--- src/rtl/ilv_comb_pkg.sv ---
package ilv_comb_pkg;
  localparam int PHASES = 4;
  localparam int SLOT_W = $clog2(PHASES);
  localparam int TAG_W  = 2;

  typedef enum logic [1:0] {
    MODE_QUAD = 2'b00,
    MODE_PAIR = 2'b01,
    MODE_MONO = 2'b10,
    MODE_RSVD = 2'b11
  } combMode_e;

  typedef struct packed {
    logic [SLOT_W-1:0] slot;
    combMode_e         mode;
    logic              freshFrame;
  } combStrobe_t;
endpackage

--- src/rtl/ilv_comb_ctrl.sv ---
module ilv_comb_ctrl
  import ilv_comb_pkg::*;
(
  input  logic        clk,
  input  logic        rstN,
  input  logic [1:0]  modeReq,
  output combStrobe_t strobe
);
  localparam logic [SLOT_W-1:0] LAST_SLOT = SLOT_W'(PHASES - 1);

  logic [SLOT_W-1:0] slotQ;
  combMode_e         modeQ;
  logic              freshQ;
  logic              frameEnd;
  logic              acceptReq;
  combMode_e         reqMode;

  assign reqMode   = combMode_e'(modeReq);
  assign frameEnd  = (slotQ == LAST_SLOT);
  assign acceptReq = (reqMode != MODE_RSVD) && (reqMode != modeQ);

  always_ff @(posedge clk) begin
    if (!rstN) begin
      slotQ  <= '0;
      modeQ  <= MODE_QUAD;
      freshQ <= 1'b0;
    end else begin
      slotQ <= frameEnd ? '0 : slotQ + 1'b1;
      if (frameEnd) begin
        freshQ <= acceptReq;
        if (acceptReq) modeQ <= reqMode;
      end
    end
  end

  always_comb begin
    strobe.slot       = slotQ;
    strobe.mode       = modeQ;
    strobe.freshFrame = freshQ;
  end
endmodule

--- src/rtl/ilv_comb_datapath.sv ---
module ilv_comb_datapath
  import ilv_comb_pkg::*;
#(
  parameter int SAMPLE_W = 10
) (
  input  logic                       clk,
  input  logic                       rstN,
  input  combStrobe_t                strobe,
  input  logic [PHASES-1:0]          adcValid,
  input  logic [PHASES*SAMPLE_W-1:0] adcData,
  output logic                       outValid,
  output logic [SAMPLE_W-1:0]        outData,
  output logic [TAG_W-1:0]           outTag,
  output logic                       outFrameFlag,
  output logic                       outErr
);
  logic [SAMPLE_W-1:0] lane [PHASES];
  logic [PHASES-1:0]   slotHot;
  logic                slotValid;
  logic                missing;
  logic                stray;
  logic [TAG_W-1:0]    tagNext;

  for (genvar p = 0; p < PHASES; p++) begin : g_lane
    assign lane[p]    = adcData[p*SAMPLE_W +: SAMPLE_W];
    assign slotHot[p] = (strobe.slot == SLOT_W'(p));
  end

  assign slotValid = |(adcValid & slotHot);
  assign missing   = !slotValid;
  assign stray     = |(adcValid & ~slotHot);

  always_comb begin
    unique case (strobe.mode)
      MODE_PAIR: tagNext = TAG_W'(strobe.slot[0]);
      MODE_MONO: tagNext = '0;
      default:   tagNext = TAG_W'(strobe.slot);
    endcase
  end

  always_ff @(posedge clk) begin
    if (!rstN) begin
      outValid     <= 1'b0;
      outData      <= '0;
      outTag       <= '0;
      outFrameFlag <= 1'b0;
      outErr       <= 1'b0;
    end else begin
      outValid     <= slotValid;
      outData      <= lane[strobe.slot];
      outTag       <= tagNext;
      outFrameFlag <= strobe.freshFrame;
      outErr       <= outErr | missing | stray;
    end
  end
endmodule

--- src/rtl/ilv_sample_combiner.sv ---
module ilv_sample_combiner
  import ilv_comb_pkg::*;
#(
  parameter int SAMPLE_W = 10
) (
  input  logic                       clk,
  input  logic                       rstN,
  input  logic [1:0]                 modeReq,
  input  logic [PHASES-1:0]          adcValid,
  input  logic [PHASES*SAMPLE_W-1:0] adcData,
  output logic                       outValid,
  output logic [SAMPLE_W-1:0]        outData,
  output logic [TAG_W-1:0]           outTag,
  output logic                       outFrameFlag,
  output logic                       outErr
);
  combStrobe_t strobe;

  ilv_comb_ctrl u_ctrl (
    .clk     (clk),
    .rstN    (rstN),
    .modeReq (modeReq),
    .strobe  (strobe)
  );

  ilv_comb_datapath #(.SAMPLE_W(SAMPLE_W)) u_dp (
    .clk          (clk),
    .rstN         (rstN),
    .strobe       (strobe),
    .adcValid     (adcValid),
    .adcData      (adcData),
    .outValid     (outValid),
    .outData      (outData),
    .outTag       (outTag),
    .outFrameFlag (outFrameFlag),
    .outErr       (outErr)
  );
endmodule

--- config.mk ---
export PLATFORM = sky130hd
export DESIGN_NAME = ilv_sample_combiner
export DESIGN_NICKNAME = d
export VERILOG_FILES = /design/src/rtl/ilv_comb_pkg.sv /design/src/rtl/ilv_comb_ctrl.sv /design/src/rtl/ilv_comb_datapath.sv /design/src/rtl/ilv_sample_combiner.sv
export SDC_FILE = /design/constraint.sdc
export NUM_CORES = 1
export LEC_CHECK = 0
export BUFFER_PORTS_ARGS = -buffer_cell sky130_fd_sc_hd__buf_2
export CAP_MARGIN = 10
export CORE_AREA = 2 2 55 57
export DETAILED_ROUTE_END_ITERATION = 6
export DIE_AREA = 0 0 57 59
export PLACE_DENSITY = 0.76
export RECOVER_POWER = 25
export SKIP_LAST_GASP = 1
export SYNTH_ARGS = -nofsm -noshare
export SYNTH_HDL_FRONTEND = slang
export SYNTH_HIERARCHICAL = 1
export SYNTH_SLANG_ARGS = --single-unit
--- constraint.sdc ---
create_clock -name clk -period 1.4 [get_ports clk]
set_input_delay 0.14 -clock clk [delete_from_list [all_inputs] [get_ports clk]]
set_output_delay 0.14 -clock clk [all_outputs]
set_load 0.005 [all_outputs]
Yosys cells after proc, flatten, opt, wreduce, memory -nomap -nowiden
Index checks and enable logic that the tools add are counted.
{"block": "op_classes", "n_reduce_logical": 7, "n_bitwise": 7, "n_lt_le_gt_ge": 1, "muxes": 4, "eq_ne": 7, "addsub": 1}
{"operator": "$bmux W10 S2", "count": 1}
{"operator": "$mux W10", "count": 2}
{"operator": "$and A4 B4 Y4", "count": 2}
{"operator": "$reduce_or A4 Y1", "count": 2}
{"operator": "$eq A2 B2 Y1 const B", "count": 3}
{"operator": "$eq A2 B1 Y1 const B", "count": 2}
{"operator": "$not A4 Y4", "count": 1}
{"operator": "$pmux W2 S2", "count": 1}
{"operator": "$ge A3 B3 Y1 const B", "count": 1}
{"operator": "$not A2 Y3", "count": 1}
{"operator": "$add A2 B1 Y2 const B", "count": 1}
{"operator": "$logic_not A2 Y1", "count": 1}
{"operator": "$ne A2 B2 Y1", "count": 1}
{"operator": "$ne A2 B2 Y1 const B", "count": 1}
{"operator": "$or A1 B1 Y1", "count": 2}
{"operator": "$reduce_and A2 Y1", "count": 1}
{"operator": "$reduce_or A2 Y1", "count": 1}
{"operator": "$logic_and A1 B1 Y1", "count": 1}
{"operator": "$logic_not A1 Y1", "count": 1}
{"operator": "$not A1 Y1", "count": 1}
{"block": "word_totals", "inputBits": 48, "out_inout_bits": 15, "reg_bits": 20, "wordCells": 35}

Longest topological paths before layout
{"block": "logic_depth", "word_depth": 6, "depth_mapped": 5, "ltp_nobuf": 4}

Cells and area by module
Netlist, hierarchy kept.
{"module": "ilv_comb_datapath", "instances": 1, "seq_area_each_um2": 300.3, "cells_each": 55, "area_each_um2": 773.2}
{"module": "ilv_comb_ctrl", "instances": 1, "seq_area_each_um2": 100.1, "cells_each": 20, "area_each_um2": 209.0}

Worst setup path before layout
OpenSTA, ideal clock, no wires.
{"block": "synth_path", "path_type": "register -> register", "startpoint": "register u_ctrl.slotQ[0]", "endpoint": "register u_dp.outData[0]", "t_arrival_ps": 1235, "path_buffers": 2, "setup_ps": 115, "period_less_slack_ps": 1350, "stages_incl_launch_ff": 5, "required_time_ps": 1285, "path_slack_ps": 50, "path_cell_list": "dfxtp_1 > buf_6 > buf_12 > mux4_2 > and2_1"}
{"block": "synth_between", "elab_chain_len": 4}
{"item": "start: declaration", "line": "ilv_comb_ctrl.sv:11", "source": "logic [SLOT_W-1:0] slotQ;"}
{"item": "start signal: assignment", "line": "ilv_comb_ctrl.sv:28", "source": "slotQ <= frameEnd ? '0 : slotQ + 1'b1;"}
{"item": "$not A2 Y3 (not written as such)", "line": "ilv_comb_datapath.sv:50", "source": "outData <= lane[strobe.slot];"}
{"item": "$bmux W10 S2", "line": "ilv_comb_datapath.sv:50"}
{"item": "$mux W10 (not written as such) (2 in a row)", "line": "ilv_comb_datapath.sv:50"}
{"item": "end signal: assignment", "line": "ilv_comb_datapath.sv:50"}
{"item": "end: declaration", "line": "ilv_comb_datapath.sv:12", "source": "output logic [SAMPLE_W-1:0] outData,"}
No other way between the ends. The select of a mux whose other input is x is not followed.
A chain may end at the register's enable or synchronous reset.

Worst setup path in the final report
{"block": "layout_path", "startpoint": "register u_ctrl.slotQ[0]", "endpoint": "register u_dp.outValid"}
{"block": "layout_between", "elab_chain_len": 3, "elab_cells_between_ends": 6, "classes_between": "eq/ne (3); bitwise (1); reduce/logical (2)"}
{"item": "$eq A2 B1 Y1 (tied with other cells)", "line": "ilv_comb_datapath.sv:26", "source": "assign slotHot[p] = (strobe.slot == SLOT_W'(p));"}
{"item": "$and A4 B4 Y4 *", "line": "ilv_comb_datapath.sv:29", "source": "assign slotValid = |(adcValid & slotHot);"}
{"item": "$reduce_or A4 Y1 *", "line": "ilv_comb_datapath.sv:29"}
{"item": "end signal: assignment", "line": "ilv_comb_datapath.sv:49", "source": "outValid <= slotValid;"}
{"item": "end: declaration", "line": "ilv_comb_datapath.sv:11", "source": "output logic outValid,"}
Every way passes the cells marked *; elsewhere a longest branch is shown, timed or not.

==> flow_summary.json <==
{
  "yosys_warnings": 6,
  "io_buffers": 62,
  "stdcell_area_mm2": 0.00138,
  "cts_buffers": 3,
  "p_int_w": 0.00114,
  "grt_pass1_vias": 899,
  "die_h_um": 59,
  "ys_seq_area_share_pct": 40.8,
  "rr_worst_depth": 3,
  "final-hold-violation-count": 0,
  "postRouteAntennaNets": 0,
  "reg2reg_from": "u_ctrl/slotQ[0]",
  "status": "finished, final reports clean",
  "avgSynthCellArea_um2": 13.1,
  "power_frac_seq_pct": 43.7,
  "layout_commonest_cell": "buf_2",
  "rows": 19,
  "cts_max_path_buffers": 2,
  "path_clk_slew_ns": 0.12,
  "hp-class": "input port to flop",
  "worstSetupEndpoint": "u_dp/outValid",
  "crit_chain": "buf_6 > mux4_1 > and2_1",
  "dpl_cell_area_mm2": 0.00131,
  "area_delta_synth_final_pct": 40.0,
  "cp-end-kind": "flop",
  "cts_hold_buf": 0,
  "regToRegEndpoint": "u_dp/outValid",
  "synth_area_um2": 982,
  "netlist.area_leader.share_pct": 40.8,
  "synth.distinct_cells": 28,
  "initialDrtViolationCount": 27,
  "final_nets": 191,
  "critPathLaunch": "u_ctrl/slotQ[0]",
  "p_switching_w": 0.000351,
  "combPwrFrac_pct": 24.1,
  "required_ns": 1.61,
  "fin_crit_sh_pct": 96.4,
  "vias": 861,
  "syn_nets": 125,
  "die_area_mm2": 0.00336,
  "power_density_mw_per_mm2": 1080,
  "cp_max_fo": 10,
  "synthTopCellsByArea": "dfxtp_1 (41%), mux4_2 (14%), mux4_1 (13%), and2_1 (7.6%), ha_1 (2.5%)",
  "drive_above_1_share_pct": 57.1,
  "routed_via_density": 5.04,
  "max_freq_ghz": 0.741,
  "place_hpwl_um": 2110,
  "die_w_um": 57,
  "fin_total_pwr_w": 0.00149,
  "ios": 63,
  "initial_core_util_pct": 36.2,
  "startpoint_type": "flop",
  "setup_tns_ns": 0,
  "yosysTopAreaCell": "dfxtp_1",
  "grt_use_total_pct": 15.5,
  "holdWs_ns": 0.146,
  "tightest_slew_ns": 0.274,
  "root_buffer": "clkbuf_4",
  "sw_frac_of_total_pct": 23.6,
  "gp_congestion": 0.762,
  "grt_pass1_wl_um": 3880,
  "finalWirelength_um": 2550,
  "ir_drop_mv": 0.614,
  "relSlewSlack_pct": 81.7,
  "r2r_slack_ns": 0.05,
  "min_period_ns": 1.35,
  "firstDrtPassIters": 4,
  "setup_viol_count_final": 0,
  "cp_slowest_cell": "mux4_1",
  "cts_max_level": 1,
  "clock_latency_ns": 0.31,
  "drv_cap": 0,
  "syn-instance-count": 75,
  "synth-seq-cells": 20,
  "clock-skew-final_ns": 0.00717,
  "core_mm2": 0.00271,
  "final_cell_mix": "buf_2 (62), dfxtp_1 (19), and2_1 (12)",
  "antenna_cells": 0,
  "cts_tree": "yes",
  "critical_path_class": "flop to flop",
  "antenna_found_initial": 0,
  "slowest_delay_ns": 0.58,
  "slew_viol_final": 0,
  "wl_per_cell_um": 14.9,
  "drc": 0,
  "cts_num_sinks": 20,
  "grt_overflow": 0,
  "p_leak_nw": 0.685,
  "clock_power_share_pct": 32.2,
  "grt_max_degree": 21,
  "cp.arrival_ns": 1.56
}
worst max-delay path, delay by kind of cell, from the launching register on:
kind / cells / cell delay, ns
mux: 1 / 0.58
flops: 1 / 0.37
simple gates: 1 / 0.17
buf+inv: 1 / 0.15
worst min-delay path by stage:
stage | startpoint | depth (start not counted) | slack, ns | endpoint
after floorplan | rstN | 1 | 0.26 | u_dp/outData[1]
after global placement | u_ctrl/freshQ | 1 | 0.45 | u_dp/outFrameFlag
after detailed placement | u_ctrl/freshQ | 1 | 0.46 | u_dp/outFrameFlag
after CTS | modeReq[1] | 2 | 0.14 | u_ctrl/modeQ[1]
after global routing | modeReq[0] | 2 | 0.13 | u_ctrl/modeQ[0]
final | modeReq[1] | 2 | 0.15 | u_ctrl/modeQ[1]
sequential cells by signal, summed over array words and instances (netlist names):
name	cells
u_ctrl/freshQ	1
u_ctrl/modeQ	2
u_ctrl/slotQ	2
u_dp/outData	10
u_dp/outErr	1
u_dp/outFrameFlag	1
u_dp/outTag	2
u_dp/outValid	1
power by group through the flow:
stage / Combinational, W / Sequential, W / Clock, W
finish: 0.000359 / 0.000651 / 0.000480
global route: 0.000389 / 0.000656 / 0.000528
CTS: 0.000358 / 0.000650 / 0.000494
detailed placement: 0.000356 / 0.000663 / 0
global placement: 0.000335 / 0.000660 / 0
floorplan: 0.000205 / 0.000667 / 0
through the flow:
stage	worst slack (ns)	instances	util, %
floorplan	0.0504	75	-
global route	-0.0000520	171	50.7
global placement	0.0675	167	48.5
CTS	0.00630	171	50.4
detailed placement	0.0255	167	48.5
finish	0.0499	171	50.7
cells by family after synthesis:
family                   synth area share [%]
AND/OR/NAND/NOR                          14.5
buffers and inverters                    5.99
adder cells (fa/ha/maj)                  2.55
AO/OA/AOI/OAI                            8.02
multiplexers                             28.2
flip-flops                               40.8
routing by layer:
metal  GRT usage [%]  wire length [µm]  up-vias
li1                -                 -      415
met1            15.1               924      393
met2            30.5              1370       49
met3            2.40               214        4
met4            9.30                42        0
met5               0                 0        -
cell usage after synthesis:
library cell  number
o21bai_1           2
nor2_1             2
mux4_2             6
a31oi_1            2
buf_4              1
dfxtp_1           20
buf_12             1
and3_1             2
a211o_1            1
o221a_2            2
or2b_1             1
o21ai_0            1
mux2i_1            1
buf_2              1
nor3b_1            1
and2_1            12
and2b_1            2
ha_1               2
o211a_1            1
clkbuf_1           1
nor2b_1            1
mux4_1             5
nor3_1             1
inv_2              1
a21oi_1            1
buf_6              1
inv_1              2
nor4_1             1
final cells by class:
cell class	count	area, µm²
Clock buffer	3	22.5
Clock inverter	1	30.0
Fill cell	255	1340
Inverter	3	11.3
Multi-Input combinational cell	47	523
Sequential cell	20	402
Tap cell	31	38.8
Timing Repair Buffer	66	348
what timing repair did:
action / CTS / global route
endpoints found under the setup margin: 0 / 5
gates resized for setup: 0 / 3
buffers inserted: 0 / 0
Power figures use the tool's default switching activity.
